## config.mk

```make
export PLATFORM = sky130hd
export DESIGN_NAME = mov_alu_fuser
export DESIGN_NICKNAME = d
export VERILOG_FILES = /design/src/rtl/mov_alu_fuse_pkg.sv /design/src/rtl/mov_alu_fuse_dp.sv /design/src/rtl/mov_alu_fuse_ctrl.sv /design/src/rtl/mov_alu_fuser.sv
export SDC_FILE = /design/constraint.sdc
export NUM_CORES = 1
export LEC_CHECK = 0
export CORE_MARGIN = 2
export CORE_UTILIZATION = 48
export DETAILED_ROUTE_END_ITERATION = 16
export GPL_ROUTABILITY_DRIVEN = 0
export HOLD_SLACK_MARGIN = 0.05
export MAX_ROUTING_LAYER = met4
export PLACE_DENSITY = 0.9
export SYNTH_ARGS = -nofsm -noshare
export SYNTH_HDL_FRONTEND = slang
export SYNTH_SLANG_ARGS = --single-unit
```

## constraint.sdc

```tcl
create_clock -name clk -period 2.5 [get_ports clk]
set_input_delay 0.5 -clock clk [delete_from_list [all_inputs] [get_ports clk]]
set_output_delay 0.5 -clock clk [all_outputs]
set_load 0.03 [all_outputs]
```

## src/rtl/mov_alu_fuse_pkg.sv

```systemverilog
package mov_alu_fuse_pkg;

  typedef enum logic [3:0] {
    OP_NONE = 4'd0,
    OP_ADD  = 4'd1,
    OP_ADC  = 4'd2,
    OP_AND  = 4'd3,
    OP_OR   = 4'd4,
    OP_XOR  = 4'd5,
    OP_SUB  = 4'd6,
    OP_SBB  = 4'd7,
    OP_INC  = 4'd8,
    OP_DEC  = 4'd9,
    OP_NOT  = 4'd10,
    OP_SHL  = 4'd11,
    OP_SHR  = 4'd12,
    OP_SAR  = 4'd13,
    OP_RSV0 = 4'd14,
    OP_RSV1 = 4'd15
  } aluOpE;

  // Compare results: datapath to control
  typedef struct packed {
    logic movQual;
    logic aluClassOk;
    logic aluNoMem;
    logic dstMatch;
    logic readsMov;
    logic srcDistinct;
  } pairFlagsT;

  // Strobes: control to datapath
  typedef struct packed {
    logic loadHeld;
    logic fire;
  } ctrlStrobeT;

  function automatic logic isFusableOp(input logic [3:0] op);
    case (aluOpE'(op))
      OP_ADD, OP_ADC, OP_AND, OP_OR, OP_XOR, OP_SUB, OP_SBB,
      OP_INC, OP_DEC, OP_NOT, OP_SHL, OP_SHR, OP_SAR: return 1'b1;
      default: return 1'b0;
    endcase
  endfunction

endpackage

```

## src/rtl/mov_alu_fuse_dp.sv

```systemverilog
module mov_alu_fuse_dp
  import mov_alu_fuse_pkg::*;
#(
  parameter int REG_W = 4,
  parameter int IDX_W = 6,
  parameter logic [7:0] MOV_OPC_A = 8'h89,
  parameter logic [7:0] MOV_OPC_B = 8'h8B
) (
  input  logic             clk,
  input  logic             rstN,
  input  logic [7:0]       inOpcode,
  input  logic             inRegReg,
  input  logic [3:0]       inAluOp,
  input  logic [REG_W-1:0] inDst,
  input  logic [REG_W-1:0] inSrcA,
  input  logic             inSrcAValid,
  input  logic [REG_W-1:0] inSrcB,
  input  logic             inSrcBValid,
  input  logic             inHasImm,
  input  logic             inHasMem,
  input  logic [IDX_W-1:0] inIdx,
  input  ctrlStrobeT       strobe,
  output pairFlagsT        flags,
  output logic [IDX_W-1:0] olderIdxOut,
  output logic [IDX_W-1:0] youngerIdxOut
);

  localparam int NUM_SRC = 2;

  logic [REG_W-1:0] heldDst;
  logic [REG_W-1:0] heldSrc;
  logic [IDX_W-1:0] heldIdx;

  logic [NUM_SRC-1:0][REG_W-1:0] srcReg;
  logic [NUM_SRC-1:0]            srcVal;
  logic [NUM_SRC-1:0]            srcHit;

  assign srcReg = {inSrcB, inSrcA};
  assign srcVal = {inSrcBValid, inSrcAValid};

  for (genvar g = 0; g < NUM_SRC; g++) begin : gSrcHit
    assign srcHit[g] = srcVal[g] &&
                       ((srcReg[g] == heldSrc) || (srcReg[g] == heldDst));
  end

  always_comb begin
    flags.movQual     = ((inOpcode == MOV_OPC_A) || (inOpcode == MOV_OPC_B)) &&
                        inRegReg && !inHasMem && !inHasImm && inSrcAValid;
    flags.aluClassOk  = isFusableOp(inAluOp);
    flags.aluNoMem    = !inHasMem;
    flags.dstMatch    = (inDst == heldDst);
    flags.readsMov    = |srcHit;
    flags.srcDistinct = !(inSrcAValid && inSrcBValid && (inSrcA == inSrcB));
  end

  always_ff @(posedge clk) begin
    if (!rstN) begin
      heldDst       <= '0;
      heldSrc       <= '0;
      heldIdx       <= '0;
      olderIdxOut   <= '0;
      youngerIdxOut <= '0;
    end else begin
      if (strobe.loadHeld) begin
        heldDst <= inDst;
        heldSrc <= inSrcA;
        heldIdx <= inIdx;
      end
      if (strobe.fire) begin
        olderIdxOut   <= heldIdx;
        youngerIdxOut <= inIdx;
      end
    end
  end

endmodule

```

## src/rtl/mov_alu_fuse_ctrl.sv

```systemverilog
module mov_alu_fuse_ctrl
  import mov_alu_fuse_pkg::*;
(
  input  logic       clk,
  input  logic       rstN,
  input  logic       flush,
  input  logic       inValid,
  input  pairFlagsT  flags,
  output ctrlStrobeT strobe,
  output logic       fuseOut
);

  logic heldValid;
  logic accept;
  logic pairOk;

  assign accept = inValid && !flush;
  assign pairOk = flags.aluClassOk && flags.aluNoMem && flags.dstMatch &&
                  flags.readsMov && flags.srcDistinct;

  always_comb begin
    strobe.fire     = accept && heldValid && pairOk;
    // A fusing slot is an ALU op, never a MOV; keep that explicit
    strobe.loadHeld = accept && flags.movQual && !strobe.fire;
  end

  always_ff @(posedge clk) begin
    if (!rstN) begin
      heldValid <= 1'b0;
      fuseOut   <= 1'b0;
    end else begin
      heldValid <= strobe.loadHeld;
      fuseOut   <= strobe.fire;
    end
  end

endmodule

```

## src/rtl/mov_alu_fuser.sv

```systemverilog
module mov_alu_fuser
  import mov_alu_fuse_pkg::*;
#(
  parameter int REG_W = 4,
  parameter int IDX_W = 6
) (
  input  logic             clk,
  input  logic             rstN,
  input  logic             flush,
  input  logic             inValid,
  input  logic [7:0]       inOpcode,
  input  logic             inRegReg,
  input  logic [3:0]       inAluOp,
  input  logic [REG_W-1:0] inDst,
  input  logic [REG_W-1:0] inSrcA,
  input  logic             inSrcAValid,
  input  logic [REG_W-1:0] inSrcB,
  input  logic             inSrcBValid,
  input  logic             inHasImm,
  input  logic             inHasMem,
  input  logic [IDX_W-1:0] inIdx,
  output logic             fuseOut,
  output logic [IDX_W-1:0] olderIdxOut,
  output logic [IDX_W-1:0] youngerIdxOut
);

  pairFlagsT  flags;
  ctrlStrobeT strobe;

  mov_alu_fuse_dp #(.REG_W(REG_W), .IDX_W(IDX_W)) dp_i (
    .clk          (clk),
    .rstN         (rstN),
    .inOpcode     (inOpcode),
    .inRegReg     (inRegReg),
    .inAluOp      (inAluOp),
    .inDst        (inDst),
    .inSrcA       (inSrcA),
    .inSrcAValid  (inSrcAValid),
    .inSrcB       (inSrcB),
    .inSrcBValid  (inSrcBValid),
    .inHasImm     (inHasImm),
    .inHasMem     (inHasMem),
    .inIdx        (inIdx),
    .strobe       (strobe),
    .flags        (flags),
    .olderIdxOut  (olderIdxOut),
    .youngerIdxOut(youngerIdxOut)
  );

  mov_alu_fuse_ctrl ctrl_i (
    .clk    (clk),
    .rstN   (rstN),
    .flush  (flush),
    .inValid(inValid),
    .flags  (flags),
    .strobe (strobe),
    .fuseOut(fuseOut)
  );

endmodule

```

# == Yosys cells after proc, flatten, opt, wreduce, memory -nomap -nowiden ==
# Memories as Yosys holds them, arrays and structs flattened.
# Cells that the tools add are included.
# word_totals
memories,1
output_inout_bits,13
input_bits,39
regBits,28
word_cells,42
romBits,16
# mem_list
name,depth,word_bits,read_ports,rd_ports_with_merged_regs,wr,line,text
(no name shown),16,1,1,0,0,mov_alu_fuse_pkg.sv:39,case (aluOpE'(op))
# classes
n_reduce_logical,26
n_eq_ne,8
# op_table
op,count
$eq A4 B4 Y1,6
$logic_and A1 B1 Y1,17
$eq A8 B8 Y1 const B,2
$logic_not A1 Y1,5
$logic_or A1 B1 Y1,3
$reduce_or A2 Y1,1

# == Longest topological paths before layout ==
# depth
depth_word,9
depth_mapped,7

# == Modules after synthesis ==
# A second synthesis with hierarchy kept.
# hier_totals
hier_cells,138
hier_area_um2,1407.6
# by_module_without_submodules
module,cells_each,area_per_inst_um2,instances
mov_alu_fuse_dp,126,1300.0,1
mov_alu_fuse_ctrl,12,107.6,1

# == Worst setup path before layout ==
# No wires, ideal clock.
# synth_timing
path_kind,input to register
startpoint,input port inSrcB[2]
endpoint,register dp_i.youngerIdxOut[0]
path_slack_ns,0.580
required_time_ns,2.428
setup_ns,0.072
path_stages,6
arrival_time_ns,1.849
cell_sequence,xor2_1 > nor4_2 > o21ai_2 > a211oi_4 > buf_6 > mux2i_1
# synth_via
elab_chain_cells,7
word_cells_on_any_way,11
# synth_lines
item,line,text
start: declaration,mov_alu_fuser.sv:17,"input logic [REG_W-1:0] inSrcB,"
$eq A4 B4 Y1,mov_alu_fuse_dp.sv:43,((srcReg[g] == heldSrc) || (srcReg[g] == heldDst));
$logic_or A1 B1 Y1,mov_alu_fuse_dp.sv:43,
$logic_and A1 B1 Y1,mov_alu_fuse_dp.sv:42,assign srcHit[g] = srcVal[g] &&
$reduce_or A2 Y1,mov_alu_fuse_dp.sv:52,flags.readsMov = |srcHit;
$logic_and A1 B1 Y1,mov_alu_fuse_ctrl.sv:18,assign pairOk = flags.aluClassOk && flags.aluNoMem && flags.dstMatch &&
$logic_and A1 B1 Y1 *,mov_alu_fuse_ctrl.sv:19,flags.readsMov && flags.srcDistinct;
$logic_and A1 B1 Y1 *,mov_alu_fuse_ctrl.sv:22,strobe.fire = accept && heldValid && pairOk;
end signal: assignment,mov_alu_fuse_dp.sv:71,youngerIdxOut <= inIdx;
end: declaration,mov_alu_fuse_dp.sv:25,output logic [IDX_W-1:0] youngerIdxOut
# Mark *: on every way between the ends. The rest lies on a longest branch, timed or not.
# A chain may end at the register's enable or synchronous reset.

# == Worst setup path after layout ==
# layout_timing
startpoint,input port inSrcA[2]
endpoint,register dp_i.olderIdxOut[4]
# layout_via
elab_chain_cells,7
word_cells_on_any_way,11
# layout_lines
item,line,text
start: declaration,mov_alu_fuser.sv:15,"input logic [REG_W-1:0] inSrcA,"
$eq A4 B4 Y1,mov_alu_fuse_dp.sv:43,
$logic_or A1 B1 Y1,mov_alu_fuse_dp.sv:43,
$logic_and A1 B1 Y1,mov_alu_fuse_dp.sv:42,
$reduce_or A2 Y1,mov_alu_fuse_dp.sv:52,
$logic_and A1 B1 Y1,mov_alu_fuse_ctrl.sv:18,
$logic_and A1 B1 Y1 *,mov_alu_fuse_ctrl.sv:19,
$logic_and A1 B1 Y1 *,mov_alu_fuse_ctrl.sv:22,
end signal: assignment,mov_alu_fuse_dp.sv:70,olderIdxOut <= heldIdx;
end: declaration,mov_alu_fuse_dp.sv:24,"output logic [IDX_W-1:0] olderIdxOut,"
# Marks and branches as above.

==> flow_summary.json <==
{
  "ant_nets": 0,
  "cts_hold_buf": 0,
  "cp_data_arrival_time_ns": 2.45,
  "antenna_found_initial": 0,
  "slowest_stage": "clkdlybuf4s50_1",
  "first_global_vias": 1862,
  "drc": 0,
  "crit_required_ns": 2.71,
  "h-tree-depth": 1,
  "vias_per_cell": 5.95,
  "reg2regPathDepth": 6,
  "rows": 22,
  "syn_inst": 238,
  "synth-seq-cells": 28,
  "cts_buffer_depth": 2,
  "hold_depth": 2,
  "cts-resized-gates": 0,
  "cp-start-kind": "primary input",
  "dp.final_hpwl_um": 3650,
  "fp.dieH_um": 66.6,
  "grt.total_usage_pct": 25.1,
  "end_kind": "register",
  "drive_gt1_share_pct": 9.34,
  "grt-ovfl-total": 0,
  "antennaDiodeCount": 0,
  "drt_wl_total_um": 5240,
  "clock_latency_ns": 0.29,
  "synth_nets": 277,
  "hp-class": "register to register",
  "cts_setup_buffers": 0,
  "setup_viol": 0,
  "area_growth_pct": 37.4,
  "yosys.cell_types.count": 29,
  "path_class": "primary input to register",
  "io_buffers": 50,
  "die_w_um": 66.6,
  "avgSynthCellArea_um2": 7.90,
  "cts_tree": "done",
  "crit_path_max_incr_delay_ns": 0.52,
  "io_pins": 52,
  "cts_root_buf": "clkbuf_8",
  "cts_made_buffers": 3,
  "max-cap-violations": 0,
  "clock_sinks": 28,
  "tightest_slew_ns": 0.466,
  "finalNetCount": 329,
  "period_share_pct": 89.3,
  "clock_skew_ns": 0.00894,
  "netlist.area_leader.share_pct": 29.8,
  "wl_per_cell_um": 15.5,
  "yosys_warnings": 0,
  "hold_viol": 0,
  "power.density_nw_per_um2": 374,
  "grt_pass1_wl_um": 8410,
  "fin_crit_ns": 2.23,
  "synth_area_leaders": "dfxtp_1 30%, xor2_1 11%, nand2_1 9.4%",
  "start_util_pct": 50.6,
  "finalMaxSlewViolations": 0,
  "vias": 2006,
  "synth.yosys.seq_area_share_pct": 29.8,
  "syn_area_um2": 1880,
  "worst_slack_ns": 0.267,
  "die_area_um2": 4430,
  "yosys.area.top_type": "dfxtp_1",
  "path_cells": "clkdlybuf4s50_1, xor2_1, nor4_2, o21ai_2, a211oi_4, buf_12, mux2i_1",
  "ir_worst_vdd_uv": 308,
  "max_freq_mhz": 448,
  "dp_slack_ns": -0.0139,
  "leakagePower_nw": 0.942,
  "hold_slack_ns": 0.463,
  "design.core.area_um2": 3720,
  "clkTransAtPathRegs_ns": 0.09,
  "rsz0062_at_grt": "false",
  "drtPass1Iterations": 4,
  "drt_iter0_drc": 135,
  "outcome": "finished clean",
  "grt_max_degree": 49,
  "maxSlewHeadroom_pct": 68.5,
  "path_max_fanout": 14
}
[area by class of cell]
type,instances,area (um2)
clock buffer,3,41.3
clock inverter,1,30.0
fill,285,1130
multi-input combinational,193,1250
sequential,28,561
tap,48,60.1
timing repair buffer,64,643
[flip-flops by register name, summed over array words and instances, names as in the netlist]
signal	count
dp_i.heldSrc	4
ctrl_i.heldValid	1
dp_i.heldDst	4
dp_i.heldIdx	6
dp_i.youngerIdxOut	6
ctrl_i.fuseOut	1
dp_i.olderIdxOut	6
[cells in the mapped netlist]
master,instances
nand2_1,47
dfxtp_1,28
xor2_1,23
nand3_1,16
and2_1,15
nand4_1,15
nor2_1,15
clkbuf_1,14
o2111ai_1,14
o21ai_0,14
mux2i_1,12
nor4_2,4
buf_1,2
nor4bb_1,2
o21a_1,2
o21ai_2,2
a211oi_4,1
a31oi_1,1
and3_1,1
and4b_1,1
buf_6,1
nand3b_1,1
nor3b_1,1
nor4_1,1
nor4_4,1
nor4b_1,1
o41a_1,1
o41ai_2,1
xnor2_1,1
[cells in the final DEF (no fill, tap or decap)]
cell / n
a211oi_4: 1
clkbuf_8: 3
nor3b_1: 1
o2111ai_1: 14
o21ai_0: 14
buf_4: 11
and4b_1: 1
o41ai_2: 1
nand3b_1: 1
mux2i_1: 12
buf_12: 3
o21a_1: 2
nor4_1: 1
nor4_2: 4
xor2_1: 23
clkdlybuf4s50_1: 50
and3_1: 1
o21ai_2: 2
nor2_1: 15
bufinv_16: 1
dfxtp_1: 28
nor4bb_1: 2
and2_1: 15
nand2_1: 47
nor4b_1: 1
nand4_1: 15
nor4_4: 1
a31oi_1: 1
nand3_1: 16
xnor2_1: 1
o41a_1: 1
[kinds of logic after synthesis]
kind of cell    count (synthesis)  share of synthesized area (%)
simple gates                  121                           34.0
compound gates                 36                           14.8
flops                          28                           29.8
xor+xnor                       24                           11.2
buf+inv                        17                           3.80
mux                            12                           6.39
[power by group]
group,internal (W),switching [W],total [W]
clock network,0.000215,0.000152,0.000367
registers,0.000446,0.0000000457,0.000446
logic,0.0000811,0.0000728,0.000154
total,0.000742,0.000225,0.000966
[metrics by stage]
stage               cell area [um2]  total power, W  std cells  utilization [%]  setup TNS, ns
CTS                            2580        0.000964        337             69.5              0
finish                         2580        0.000966        337             69.5              0
global route                   2580         0.00100        337             69.5              0
global placement               2510        0.000604        333             67.6              0
detailed placement             2510        0.000607        333             67.6        -0.0286
floorplan                      1880        0.000514        238                -              0
[worst max-delay path: cells and delay by family]
family / cells / cell delay (ns)
buffers and inverters: 2 / 0.71
AND/OR/NAND/NOR: 1 / 0.43
AO/OA/AOI/OAI: 2 / 0.41
XOR/XNOR: 1 / 0.20
multiplexers: 1 / 0.19
[path summary, 6_finish.rpt]
check,end,start,slack (ns)
setup reg to reg,dp_i.olderIdxOut[4],dp_i.heldDst[1],0.63
hold / removal,dp_i.olderIdxOut[5],dp_i.heldIdx[5],0.46
setup / recovery,dp_i.olderIdxOut[4],inSrcA[2],0.27
hold reg to reg,dp_i.olderIdxOut[5],dp_i.heldIdx[5],0.46
[metal layers]
metal	track usage (%)	routed length [um]	vias up
met5	-	0	-
met4	9.95	144	0
met3	3.72	375	20
met2	44.1	2580	100
met1	28.6	2140	925
li1	-	-	961
Power figures use the tool's default switching activity.
